`src/rtl/sdhost_xfer_ctl.sv`:
```
module sdhost_xfer_ctl #(
  parameter int DEPTH = 16,
  parameter int WIDTH = 32,
  parameter int LEN_W = 12,
  parameter int CNT_W = 16
) (
  input  logic                         clk,
  input  logic                         rst_n,
  input  logic                         cfg_start_now,
  input  logic                         cfg_clr_on_read,
  input  logic                         cfg_hs_edge,
  input  logic                         cfg_sync_last,
  input  logic [LEN_W-1:0]             blk_len_bytes,
  input  logic [CNT_W-1:0]             blk_count,
  input  logic                         xfer_start,
  input  logic                         xfer_write,
  input  logic                         sys_wr_valid,
  output logic                         sys_wr_ready,
  input  logic [WIDTH-1:0]             sys_wr_data,
  input  logic                         sys_rd_pop,
  output logic                         sys_rd_valid,
  output logic [WIDTH-1:0]             sys_rd_data,
  input  logic                         stat_rd,
  output logic                         flag_ovf,
  output logic                         flag_udf,
  output logic [$clog2(DEPTH+1)-1:0]   fifo_level,
  input  logic                         card_take,
  output logic [WIDTH-1:0]             card_rd_data,
  input  logic                         card_give,
  input  logic [WIDTH-1:0]             card_wr_data,
  input  logic                         card_blk_end,
  input  logic                         cmd_pending,
  output logic                         cmd_issue,
  output logic                         wr_go,
  output logic                         launch_rise
);
  localparam int AW = $clog2(DEPTH);
  localparam int CW = $clog2(DEPTH+1);
  localparam int WW = LEN_W + 1;
  localparam logic [WW-1:0] T_Q3   = WW'(3*DEPTH/4);
  localparam logic [WW-1:0] T_HALF = WW'(DEPTH/2);
  localparam logic [WW-1:0] T_QTR  = WW'(DEPTH/4);

  logic [WIDTH-1:0] mem [DEPTH];
  logic [AW-1:0]    wp, rp;
  logic [CW-1:0]    cnt;
  logic             dir_q, go_q, ovf_q, udf_q, issue_q;
  logic [WW-1:0]    words_q, thr;
  logic [CNT_W-1:0] nblk_q, done_q;

  wire full  = (cnt == CW'(DEPTH));
  wire empty = (cnt == '0);

  wire push_req = dir_q ? sys_wr_valid : card_give;
  wire pop_req  = dir_q ? card_take    : sys_rd_pop;
  wire push     = !xfer_start && push_req && !full;
  wire pop      = !xfer_start && pop_req && !empty;
  wire [WIDTH-1:0] push_data = dir_q ? sys_wr_data : card_wr_data;

  wire ovf_ev = !xfer_start && !dir_q && card_give && full;
  wire udf_ev = !xfer_start && dir_q && card_take && empty;
  wire flag_clr = stat_rd && cfg_clr_on_read;

  always_comb begin
    if (cfg_start_now)          thr = WW'(1);
    else if (words_q >= T_Q3)   thr = T_HALF;
    else if (words_q >= T_HALF) thr = T_QTR;
    else if (words_q == '0)     thr = WW'(1);
    else                        thr = words_q;
  end

  wire [WW-1:0] cnt_w = WW'(cnt);
  wire reached = dir_q && (cnt_w >= thr);

  wire [CNT_W:0] done_nx = {1'b0, done_q} + 1'b1;
  wire last_blk  = (nblk_q != '0) && (done_nx >= {1'b0, nblk_q});
  wire issue_now = !xfer_start && card_blk_end && cmd_pending &&
                   (!cfg_sync_last || nblk_q == '0 || last_blk);

  always_ff @(posedge clk) begin
    if (push) mem[wp] <= push_data;
  end

  always_ff @(posedge clk or negedge rst_n) begin
    if (!rst_n) begin
      wp <= '0; rp <= '0; cnt <= '0;
      dir_q <= 1'b0; go_q <= 1'b0;
      ovf_q <= 1'b0; udf_q <= 1'b0; issue_q <= 1'b0;
      words_q <= '0; nblk_q <= '0; done_q <= '0;
    end else if (xfer_start) begin
      wp <= '0; rp <= '0; cnt <= '0;
      dir_q   <= xfer_write;
      go_q    <= 1'b0;
      ovf_q   <= 1'b0;
      udf_q   <= 1'b0;
      issue_q <= 1'b0;
      words_q <= (WW'(blk_len_bytes) + WW'(3)) >> 2;
      nblk_q  <= blk_count;
      done_q  <= '0;
    end else begin
      if (push) wp <= wp + 1'b1;
      if (pop)  rp <= rp + 1'b1;
      cnt     <= cnt + CW'(push) - CW'(pop);
      go_q    <= go_q | reached;
      ovf_q   <= ovf_ev | (ovf_q & !flag_clr);
      udf_q   <= udf_ev | (udf_q & !flag_clr);
      issue_q <= issue_now;
      if (card_blk_end && done_q != '1) done_q <= done_q + 1'b1;
    end
  end

  assign sys_wr_ready = dir_q && !full;
  assign sys_rd_valid = !dir_q && !empty;
  assign sys_rd_data  = mem[rp];
  assign card_rd_data = mem[rp];
  assign fifo_level   = cnt;
  assign flag_ovf     = ovf_q;
  assign flag_udf     = udf_q;
  assign cmd_issue    = issue_q;
  assign wr_go        = dir_q && (go_q || reached);
  assign launch_rise  = cfg_hs_edge;


  level_bound_chk: assert property (@(posedge clk) disable iff (!rst_n)
    fifo_level <= CW'(DEPTH));


  ovf_cause_chk: assert property (@(posedge clk) disable iff (!rst_n)
    $rose(flag_ovf) |-> $past(card_give && !dir_q && full));


  ovf_drop_chk: assert property (@(posedge clk) disable iff (!rst_n)
    (full && !dir_q && card_give && !sys_rd_pop && !xfer_start) |=> (fifo_level == CW'(DEPTH)));


  udf_cause_chk: assert property (@(posedge clk) disable iff (!rst_n)
    $rose(flag_udf) |-> $past(card_take && dir_q && empty));


  flag_hold_chk: assert property (@(posedge clk) disable iff (!rst_n)
    (flag_udf && !cfg_clr_on_read && !xfer_start) |=> flag_udf);


  issue_src_chk: assert property (@(posedge clk) disable iff (!rst_n)
    cmd_issue |-> $past(card_blk_end && cmd_pending));


  go_sticky_chk: assert property (@(posedge clk) disable iff (!rst_n)
    (wr_go && !xfer_start) |=> wr_go);
endmodule

```
`config.mk`:
```
export PLATFORM = sky130hd
export DESIGN_NAME = sdhost_xfer_ctl
export DESIGN_NICKNAME = d
export VERILOG_FILES = /design/src/rtl/sdhost_xfer_ctl.sv
export SDC_FILE = /design/constraint.sdc
export NUM_CORES = 1
export LEC_CHECK = 0
export ABC_AREA = 1
export BUFFER_PORTS_ARGS = -buffer_cell sky130_fd_sc_hd__buf_2
export CELL_PAD_IN_SITES_DETAIL_PLACEMENT = 1
export CELL_PAD_IN_SITES_GLOBAL_PLACEMENT = 2
export CORE_MARGIN = 5
export CORE_UTILIZATION = 45
export DETAILED_ROUTE_END_ITERATION = 8
export HOLD_SLACK_MARGIN = 0.1
export PLACE_DENSITY_LB_ADDON = 0.1
export SLEW_MARGIN = 30
export SYNTH_ARGS = -nofsm -noshare
export SYNTH_HDL_FRONTEND = slang
export SYNTH_SLANG_ARGS = --single-unit
```
`constraint.sdc`:
```
create_clock -name clk -period 8.9 [get_ports clk]
set_input_delay 1.335 -clock clk [delete_from_list [all_inputs] [get_ports clk]]
set_output_delay 1.335 -clock clk [all_outputs]
set_load 0.02 [all_outputs]
```
* After elaboration in Yosys (flattened, before gate mapping)
Memories as Yosys holds them, arrays and structs flattened.
Index checks and enable logic that the tools add are counted.
** Word-level totals
- Memories kept :: 1
- RAM bits :: 512
- Word-level logic and storage cells :: 86
- Bits in registers :: 61
- Input port bits :: 107
- Output and inout bits :: 76
** Memory list
- mem :: words 16, width 32, rd ports 1, clocked after memory_dff 0, write ports 1, RTL line 44 : logic [WIDTH-1:0] mem [DEPTH];
** Operators by class
- Order comparisons :: 4
- $add $sub $neg :: 7
- Reduce and logical (&&, ||, !) cells :: 36
- Equal/unequal tests :: 2
- Mux-type cells :: 20
- Bitwise gates (word level) :: 5
** Operator list (number)
- two-way mux 11 bit :: 3
- two-way mux 16 bit :: 2
- two-way mux 32 bit :: 1
- >= comparator 11 x 4 -> 1 bit, second input constant :: 2
- logical AND 1 bit :: 20
- adder 16 x 1 -> 17 bit, second input constant :: 1
- >= comparator 17 x 16 -> 1 bit :: 1
- adder 16 x 1 -> 16 bit, second input constant :: 1
- logical NOT 16 bit :: 1
- two-way mux 4 bit :: 4
- != test 16 bit, second input constant :: 1
- nonzero test 16 bit :: 1
- adder 12 x 2 -> 13 bit, second input constant :: 1
- >= comparator 5 x 13 -> 1 bit :: 1
- logical NOT 13 bit :: 1
- two-way mux 13 bit :: 1
- adder 4 x 1 -> 4 bit, second input constant :: 2
- two-way mux 1 bit :: 8
- logical NOT 1 bit :: 6
- nonzero test 2 bit :: 3
- adder 5 x 1 -> 5 bit :: 1
- == test 5 bit, second input constant :: 1
- logical NOT 5 bit :: 1
- two-way mux 5 bit :: 1
- 4 further kinds :: 9

* Depth between registers and ports, before layout
Gate-level depths: netlist of run 1.
- Word-level depth :: 9
- Mapped depth :: 19

* Worst setup path after synthesis of run 1
No wires, ideal clock.
- Kind :: input port to output port
- Start :: in cfg_start_now
- End :: out wr_go
- Arrival :: 2.539 ns
- Cell stages on the path :: 6
- Required time :: 7.565 ns
- Path buffers :: 0
- Path slack :: 5.026 ns
- Cells stage by stage :: or2_2 -> ha_1 -> nand3_1 -> o2111ai_1 -> a21oi_1 -> nor2_1
** On the way
- Cells in the longest elaborated chain, start to end :: 5
** Ends and longest elaborated chain
- from (decl) :: RTL line 9 : input logic cfg_start_now,
- two-way mux 13 bit :: RTL line 65 : if (cfg_start_now) thr = WW'(1);
- >= comparator 5 x 13 -> 1 bit :: RTL line 73 : wire reached = dir_q && (cnt_w >= thr);
- logical AND 1 bit :: RTL line 73
- logical OR 1 bit :: RTL line 120 : assign wr_go = dir_q && (go_q || reached);
- logical AND 1 bit :: RTL line 120
- to (decl) :: RTL line 34 : output logic wr_go,
Every way passes these cells.

* Worst setup path in the final report of run 1
- Start :: reg rp[0]
- End :: out sys_rd_data[18]
** On the way
- Cells in the longest elaborated chain, start to end :: 1
** Ends and longest elaborated chain
- from (decl) :: RTL line 45 : logic [AW-1:0] wp, rp;
- from (signal assigned) :: RTL line 102 : if (pop) rp <= rp + 1'b1;
- memory read (16 x 32 bit)
- to (decl) :: RTL line 22 : output logic [WIDTH-1:0] sys_rd_data,
Every way passes these cells.

==> impl_metrics.toml, run 1 <==
[yosys]
synth_seq_cells = 573
postSynthNetCount = 2053
synth.area.mux_share_pct = 3.90
synth-edff-count = 512
synth_adder_area_share_pct = 1.78
seq_total_area_yosys_pct = 69.3
synthDominantCellAreaShare_pct = 63.1
synthesized_area_fraction_occupied_by_ao_oa_aoi_and_oai_cells_pct = 9.99
avgSynthCellArea_um2 = 12.8
yosys.area_share.xor_xnor_pct = 0.431
synthCells = 1912
synthDominantAreaCellType = "sky130_fd_sc_hd__edfxtp_1"
synth_top_family_by_area = "compound AO/OA/AOI/OAI gates"
synthTopCellsByArea = "sky130_fd_sc_hd__edfxtp_1 (63%), sky130_fd_sc_hd__dfrtp_1 (6.3%), sky130_fd_sc_hd__mux2i_1 (3.9%), sky130_fd_sc_hd__nand2_1 (3.9%), sky130_fd_sc_hd__nor2_1 (3.8%)"
yosys.area_share.simple_pct = 9.88
synthDistinctLibCells = 46
synth-main-ff-cell = "sky130_fd_sc_hd__edfxtp_1"
postSynth.asyncResetShare_pct = 10.6
ys_warn_count = 0
syn_std_cell_area_um2 = 24400

[drt]
drt-pass1-iter-count = 5
postRouteAntennaNets = 0
via_count = 15800
drc = 0
detail_route.wirelength_um = 65100
drt-vias-per-instance = 5.67
post_drt_wl_per_cell_um = 23.4
drt-initial-drc-count = 1200

[floorplan]
start_util_pct = 45.4
core_area_um2 = 53700
floorplan.rows = 85
design.die.area_um2 = 58900
die_w_um = 243
ios = 183
chipHeight_um = 243

[clock_tree]
numCtsBuffers = 60
cts_post_setup_buffers_inserted = 0
cts_tree = "done"
cts_max_path_buffers = 3
cts.reportedPaths.clkPinSlew_ns = 0.06
cells_resized_by_post_cts_repair = 0
clock_insertion_delay_worst_skew_ns = 0.63
clock_sinks = 573
cts_hold_repair_buffers = 0
cts_root_buffer_type = "sky130_fd_sc_hd__clkbuf_16"
cts.htree.levels = 2

[final_layout]
finish.net_count = 2181
fillers = 5409
diodes = 0
layout-drive-gt1-share_pct = 16.7
syn2layout_area_growth_pct = 14.4
post-route-util_pct = 51.9
most_common_cell_after_layout_fill_and_taps_aside = "sky130_fd_sc_hd__edfxtp_1"
fin_area_um2 = 27900
layout_common_cells = "sky130_fd_sc_hd__edfxtp_1 (512), sky130_fd_sc_hd__nand2_1 (251), sky130_fd_sc_hd__nor2_1 (234)"

[critical_path]
max_stage_delay_ns = 1.01
worst_path_dominant_cell_family = "buffers and inverters"
critical_path_class = "reg -> out"
worst-path-buf-inv = 3
critical_path.slowest_cell = "sky130_fd_sc_hd__dfrtp_4"
setup.worst_path.end_class = "primary output"
worst-endpoint-arrival_ns = 4.33
critical_path_start_type = "flop"
timing.critical_path.cells = "buf_4 -> buf_4 -> o21ai_0 -> o221ai_1 -> o211ai_1 -> nand2_1 -> buf_2"
worstPathMaxFanout = 69
critical_path_required_ns = 7.57
crit_top_cell = "sky130_fd_sc_hd__buf_4"

[timing]
final.period_utilization_pct = 63.6
max_freq_mhz = 177
timing.hold.ws_ns = 0.484
grt_setup_unrepaired = "false"
worstMarginPinSlew_ns = 0.974
relSlewSlack_pct = 35.1
finalWorstPathRequiredPeriod_ns = 5.66
clock-skew-final_ns = 0.0122
timing_max_transition_violations_final = 0
report.final.hold_viol_count = 0
finalSetupViolCount = 0
setup_total_negative_slack_ns = 0

[grt]
via_count_of_the_first_global_routing_pass = 16800
gr-usage-all-layers_pct = 21.6
global_route.overflow_total = 0
grt_first_pass_wirelength_um = 99800
grt_start_max_net_pins = 187
antenna_found_initial = 0

[power_and_ir_drop]
leakage_nw = 9.95
vdd_ir_drop_max_mv = 0.158
power.total_mw = 6.85
power_dens_cells_nw_per_um2 = 246

[placed_design]
dp_hpwl_um = 37900
place.port_buffers = 180
gp_congestion = 0.769
dpl-instance-area_um2 = 25800

[run_status]
status = "complete, no violations"

[hold_path]
hold_path.class = "reg -> reg"

[flow_run]
timing.max_cap.violations = 0
## cells in the mapped netlist, drive strengths merged (2+ instances only)
cell / instances
xor2: 11
nor4: 4
nand3b: 2
o31ai: 2
nand4: 8
and2: 2
nand2: 252
inv: 84
mux2i: 95
a21oi: 20
dfrtp: 61
nand3: 60
o32ai: 28
o221ai: 90
a31oi: 2
buf: 73
o211ai: 39
clkbuf: 72
o22ai: 5
clkinv: 2
o21ai: 177
o21a: 4
nor3: 12
edfxtp: 512
nor2: 255
ha: 33
## layout make-up
| type | instances | area, um2 | area share, % |
|---|---|---|---|
| clock buffers | 64 | 1530 | 5.47 |
| clock inverters | 49 | 548 | 1.97 |
| inverters | 86 | 325 | 1.17 |
| multi-input cells | 1108 | 6460 | 23.2 |
| flip-flops and latches | 573 | 16900 | 60.7 |
| well taps | 696 | 871 | 3.12 |
| repair buffers | 211 | 1240 | 4.44 |
## metrics by stage
| step | std cells | worst slack (ns) |
|---|---|---|
| 5_1_grt | 2787 | 2.97 |
| 6_report | 2787 | 3.24 |
| 3_3_place_gp | 2669 | 4.05 |
| 2_1_floorplan | 1912 | 5.03 |
| 3_5_place_dp | 2673 | 3.96 |
| 4_1_cts | 2786 | 3.19 |
## metal layers
layer	part of all wire (%)	GRT usage (%)
met5	0	0
met4	1.9	4.57
met3	4.0	3.22
met2	50	37.2
met1	44	29.4
## final timing paths
| kind | startpoint | to | slack (ns) | cells after the start |
|---|---|---|---|---|
| min in group asynchronous | rst_n | words_q[8] | 0.72 | 2 |
| max | rp[0] | sys_rd_data[18] | 3.24 | 7 |
| max reg2reg | dir_q | mem[4][19] | 5.76 | 8 |
| max in group asynchronous | rst_n | rp[2] | 7.62 | 3 |
| min | words_q[10] | words_q[10] | 0.48 | 1 |
| min reg2reg | words_q[10] | words_q[10] | 0.48 | 1 |
## worst register-to-register path: cells and delay by family (launching register included)
kind	cells	cell delay [ns]
simple gates	6	1.30
flops	1	0.71
buf+inv	2	0.71
## cell families after synthesis
| family | count (synthesis) |
|---|---|
| AO/OA/AOI/OAI | 370 |
| XOR/XNOR | 12 |
| adder cells (fa/ha/maj) | 34 |
| buffers and inverters | 231 |
| flip-flops | 573 |
| multiplexers | 95 |
| other | 1 |
| AND/OR/NAND/NOR | 596 |
## power breakdown
group / total, mW / leakage (nW) / internal [mW] / switching [mW]
sequential: 3.12 / 5.41 / 3.04 / 0.0813
combinational: 1.10 / 3.54 / 0.342 / 0.755
clock: 2.63 / 1.00 / 1.56 / 1.07
## registers in the layout, indices dropped and copies added (netlist names)
register and cells:
words_q 11, mem 512, dir_q 1, fifo_level 5
wp 4, flag_ovf 1, cmd_issue 1, rp 4
nblk_q 16, done_q 16, flag_udf 1, go_q 1
Note: power is estimated with default switching activity, not from simulation.
==> run 2: changes to the inputs <==
- CORE_UTILIZATION: 45 -> 38
- clock period: 8.9 -> 4.6 ns (I/O delays scaled with it)
==> run 2 against run 1 <==
Effect of this change: utilization down 7.4 points; critical path type unchanged; final cell count up 5.8%; critical endpoint is now card_rd_data[31]; combinational power up 110%; register-to-register slack worse by 4.2 ns; largest cell class unchanged; worst hold slack worse by 0.18 ns; sequential power grew 93%; first-iteration DRC count shrank 22%; routed wire length increased by 8.1%; clock power rose by 94%; setup slack worse by 2.6 ns; critical path depth decreased by 1; power increased by 96%.
==> impl_metrics.toml, run 2 (synthesis gave the netlist of run 1 again) <==
[run_status]
status = "complete, no violations"

[critical_path]
critical_path_required_ns = 3.91
critical_path_class = "reg -> out"
critical_path_start_type = "flop"
setup.worst_path.end_class = "primary output"
rr_startpoint = "dir_q"
worst_setup_path_startpoint = "rp[0]"
worstPathMaxFanout = 136
worst-endpoint-arrival_ns = 3.32

[clock_tree]
cts_tree = "done"
clock_insertion_delay_worst_skew_ns = 0.59
cts.htree.levels = 3
cells_resized_by_post_cts_repair = 0
cts.reportedPaths.clkPinSlew_ns = 0.06
numCtsBuffers = 67
clock_sinks = 573
cts_max_path_buffers = 3
cts_post_setup_buffers_inserted = 0
cts_root_buffer_type = "sky130_fd_sc_hd__clkbuf_16"
cts_hold_repair_buffers = 0

[final_layout]
diodes = 0
layout_common_cells = "sky130_fd_sc_hd__edfxtp_1 (512), sky130_fd_sc_hd__nand2_1 (251), sky130_fd_sc_hd__nor2_1 (234)"
fillers = 6597
top_register = "mem"
flip_flop_count_of_the_largest_register_all_copies_and_words_added = 512
largest_registers = "mem: 512 flops, done_q: 16 flops, nblk_q: 16 flops"
finish.net_count = 2196
syn2layout_area_growth_pct = 15.7
layout-drive-gt1-share_pct = 16.8
most_common_cell_after_layout_fill_and_taps_aside = "sky130_fd_sc_hd__edfxtp_1"

[timing]
relSlewSlack_pct = 36.2
clock-skew-final_ns = 0.0197
worstMarginPinSlew_ns = 0.954
setup_total_negative_slack_ns = 0
grt_setup_unrepaired = "false"
report.final.hold_viol_count = 0
final.period_utilization_pct = 87.2
finalWorstPathRequiredPeriod_ns = 4.01
timing_max_transition_violations_final = 0
finalSetupViolCount = 0
postLayoutSetupSlackWorst_ns = 0.587
max_freq_mhz = 249

[placed_design]
dp_hpwl_um = 43400
detailedPlace.worstSlack_ns = 1.14
gp_congestion = 0.754
place.port_buffers = 180

[floorplan]
start_util_pct = 38.5
design.die.area_um2 = 69300
ios = 183
floorplan.rows = 92
die_w_um = 263
core_area_um2 = 63300
chipHeight_um = 263

[grt]
via_count_of_the_first_global_routing_pass = 16600
global_route.overflow_total = 0
grt_first_pass_wirelength_um = 105000
groute.layer.met1.usage_pct = 27.6
groute.layer.met2.usage_pct = 32.9
grt_start_max_net_pins = 137
met3_usage_pct = 3.44
grt_busiest_layer = "met2"
gr-usage-all-layers_pct = 19.8
antenna_found_initial = 0

[power_and_ir_drop]
leakage_nw = 10.0
power.total_mw = 13.4
vdd_ir_drop_max_mv = 0.262
power_dens_cells_nw_per_um2 = 476

[drt]
detail_route.wirelength_um = 70400
postRouteAntennaNets = 0
drt-pass1-iter-count = 5
via_count = 15800
post_drt_wl_per_cell_um = 23.8
drc = 0
drt-initial-drc-count = 942
drt-vias-per-instance = 5.35

[hold_path]
hold_path.class = "in -> async"

[flow_run]
timing.max_cap.violations = 0
==> run 2: cell types whose count changed in the layout (fill, tap and decap cells not counted), moves of 2 or more <==
cell / delta
sky130_fd_sc_hd__buf_12: +4
sky130_fd_sc_hd__buf_8: +2
sky130_fd_sc_hd__bufinv_16: -7
sky130_fd_sc_hd__clkbuf_1: +14
sky130_fd_sc_hd__clkbuf_16: +9
sky130_fd_sc_hd__clkbuf_8: +2
sky130_fd_sc_hd__clkinv_1: -5
sky130_fd_sc_hd__clkinv_2: -2
sky130_fd_sc_hd__clkinvlp_4: -6
==> run 2: metrics by stage <==
stage | util, % | instances | instance area (um2) | hold WS [ns]
after global placement | 41.0 | 2826 | 26000 | 0.461
after detailed placement | 41.3 | 2832 | 26100 | 0.469
after global routing | 44.6 | 2950 | 28200 | 0.301
final | 44.6 | 2950 | 28200 | 0.300
after floorplan | - | 1912 | 24400 | 0.394
after CTS | 44.5 | 2950 | 28200 | 0.281
==> run 2: routing by layer <==
metal	wire length [um]	part of all wire, %	up-vias
met5	0	0	-
met4	1410	2.0	0
met3	3430	4.9	86
met2	33500	48	346
met1	32000	45	8069
li1	-	-	7278
==> run 2: final cells by class <==
cell class                 instances  area [um2]  area share [%]
tap                              846        1060            3.75
timing repair buffer             219        1370            4.85
clock inverter                    29         250           0.887
inverter                          86         327            1.16
clock buffer                      89        1830            6.49
sequential                       573       16900            60.0
multi-input combinational       1108        6460            22.9
==> run 2: worst max-delay path, cell delays in order, from the launching register on <==
cell                       delay [ns]
sky130_fd_sc_hd__dfrtp_4         0.77
sky130_fd_sc_hd__buf_12          0.43
sky130_fd_sc_hd__mux2i_1         0.26
sky130_fd_sc_hd__o22ai_1         0.09
sky130_fd_sc_hd__o211ai_1        0.37
sky130_fd_sc_hd__nand2_1         0.26
sky130_fd_sc_hd__buf_2           0.23
==> run 2: final timing paths <==
path	to	slack, ns	cells past startpoint
min in group clk	nblk_q[1]	0.32	3
min reg2reg	go_q	0.48	2
max reg2reg	mem[0][6]	1.60	8
max	card_rd_data[31]	0.59	6
max in group asynchronous	rp[2]	3.65	2
min	words_q[4]	0.30	2
==> run 2: power breakdown <==
group / internal (mW) / total, mW / switching, mW
sequential: 5.89 / 6.02 / 0.130
clock: 3.02 / 5.09 / 2.07
combinational: 0.698 / 2.33 / 1.63
total: 9.60 / 13.4 / 3.83
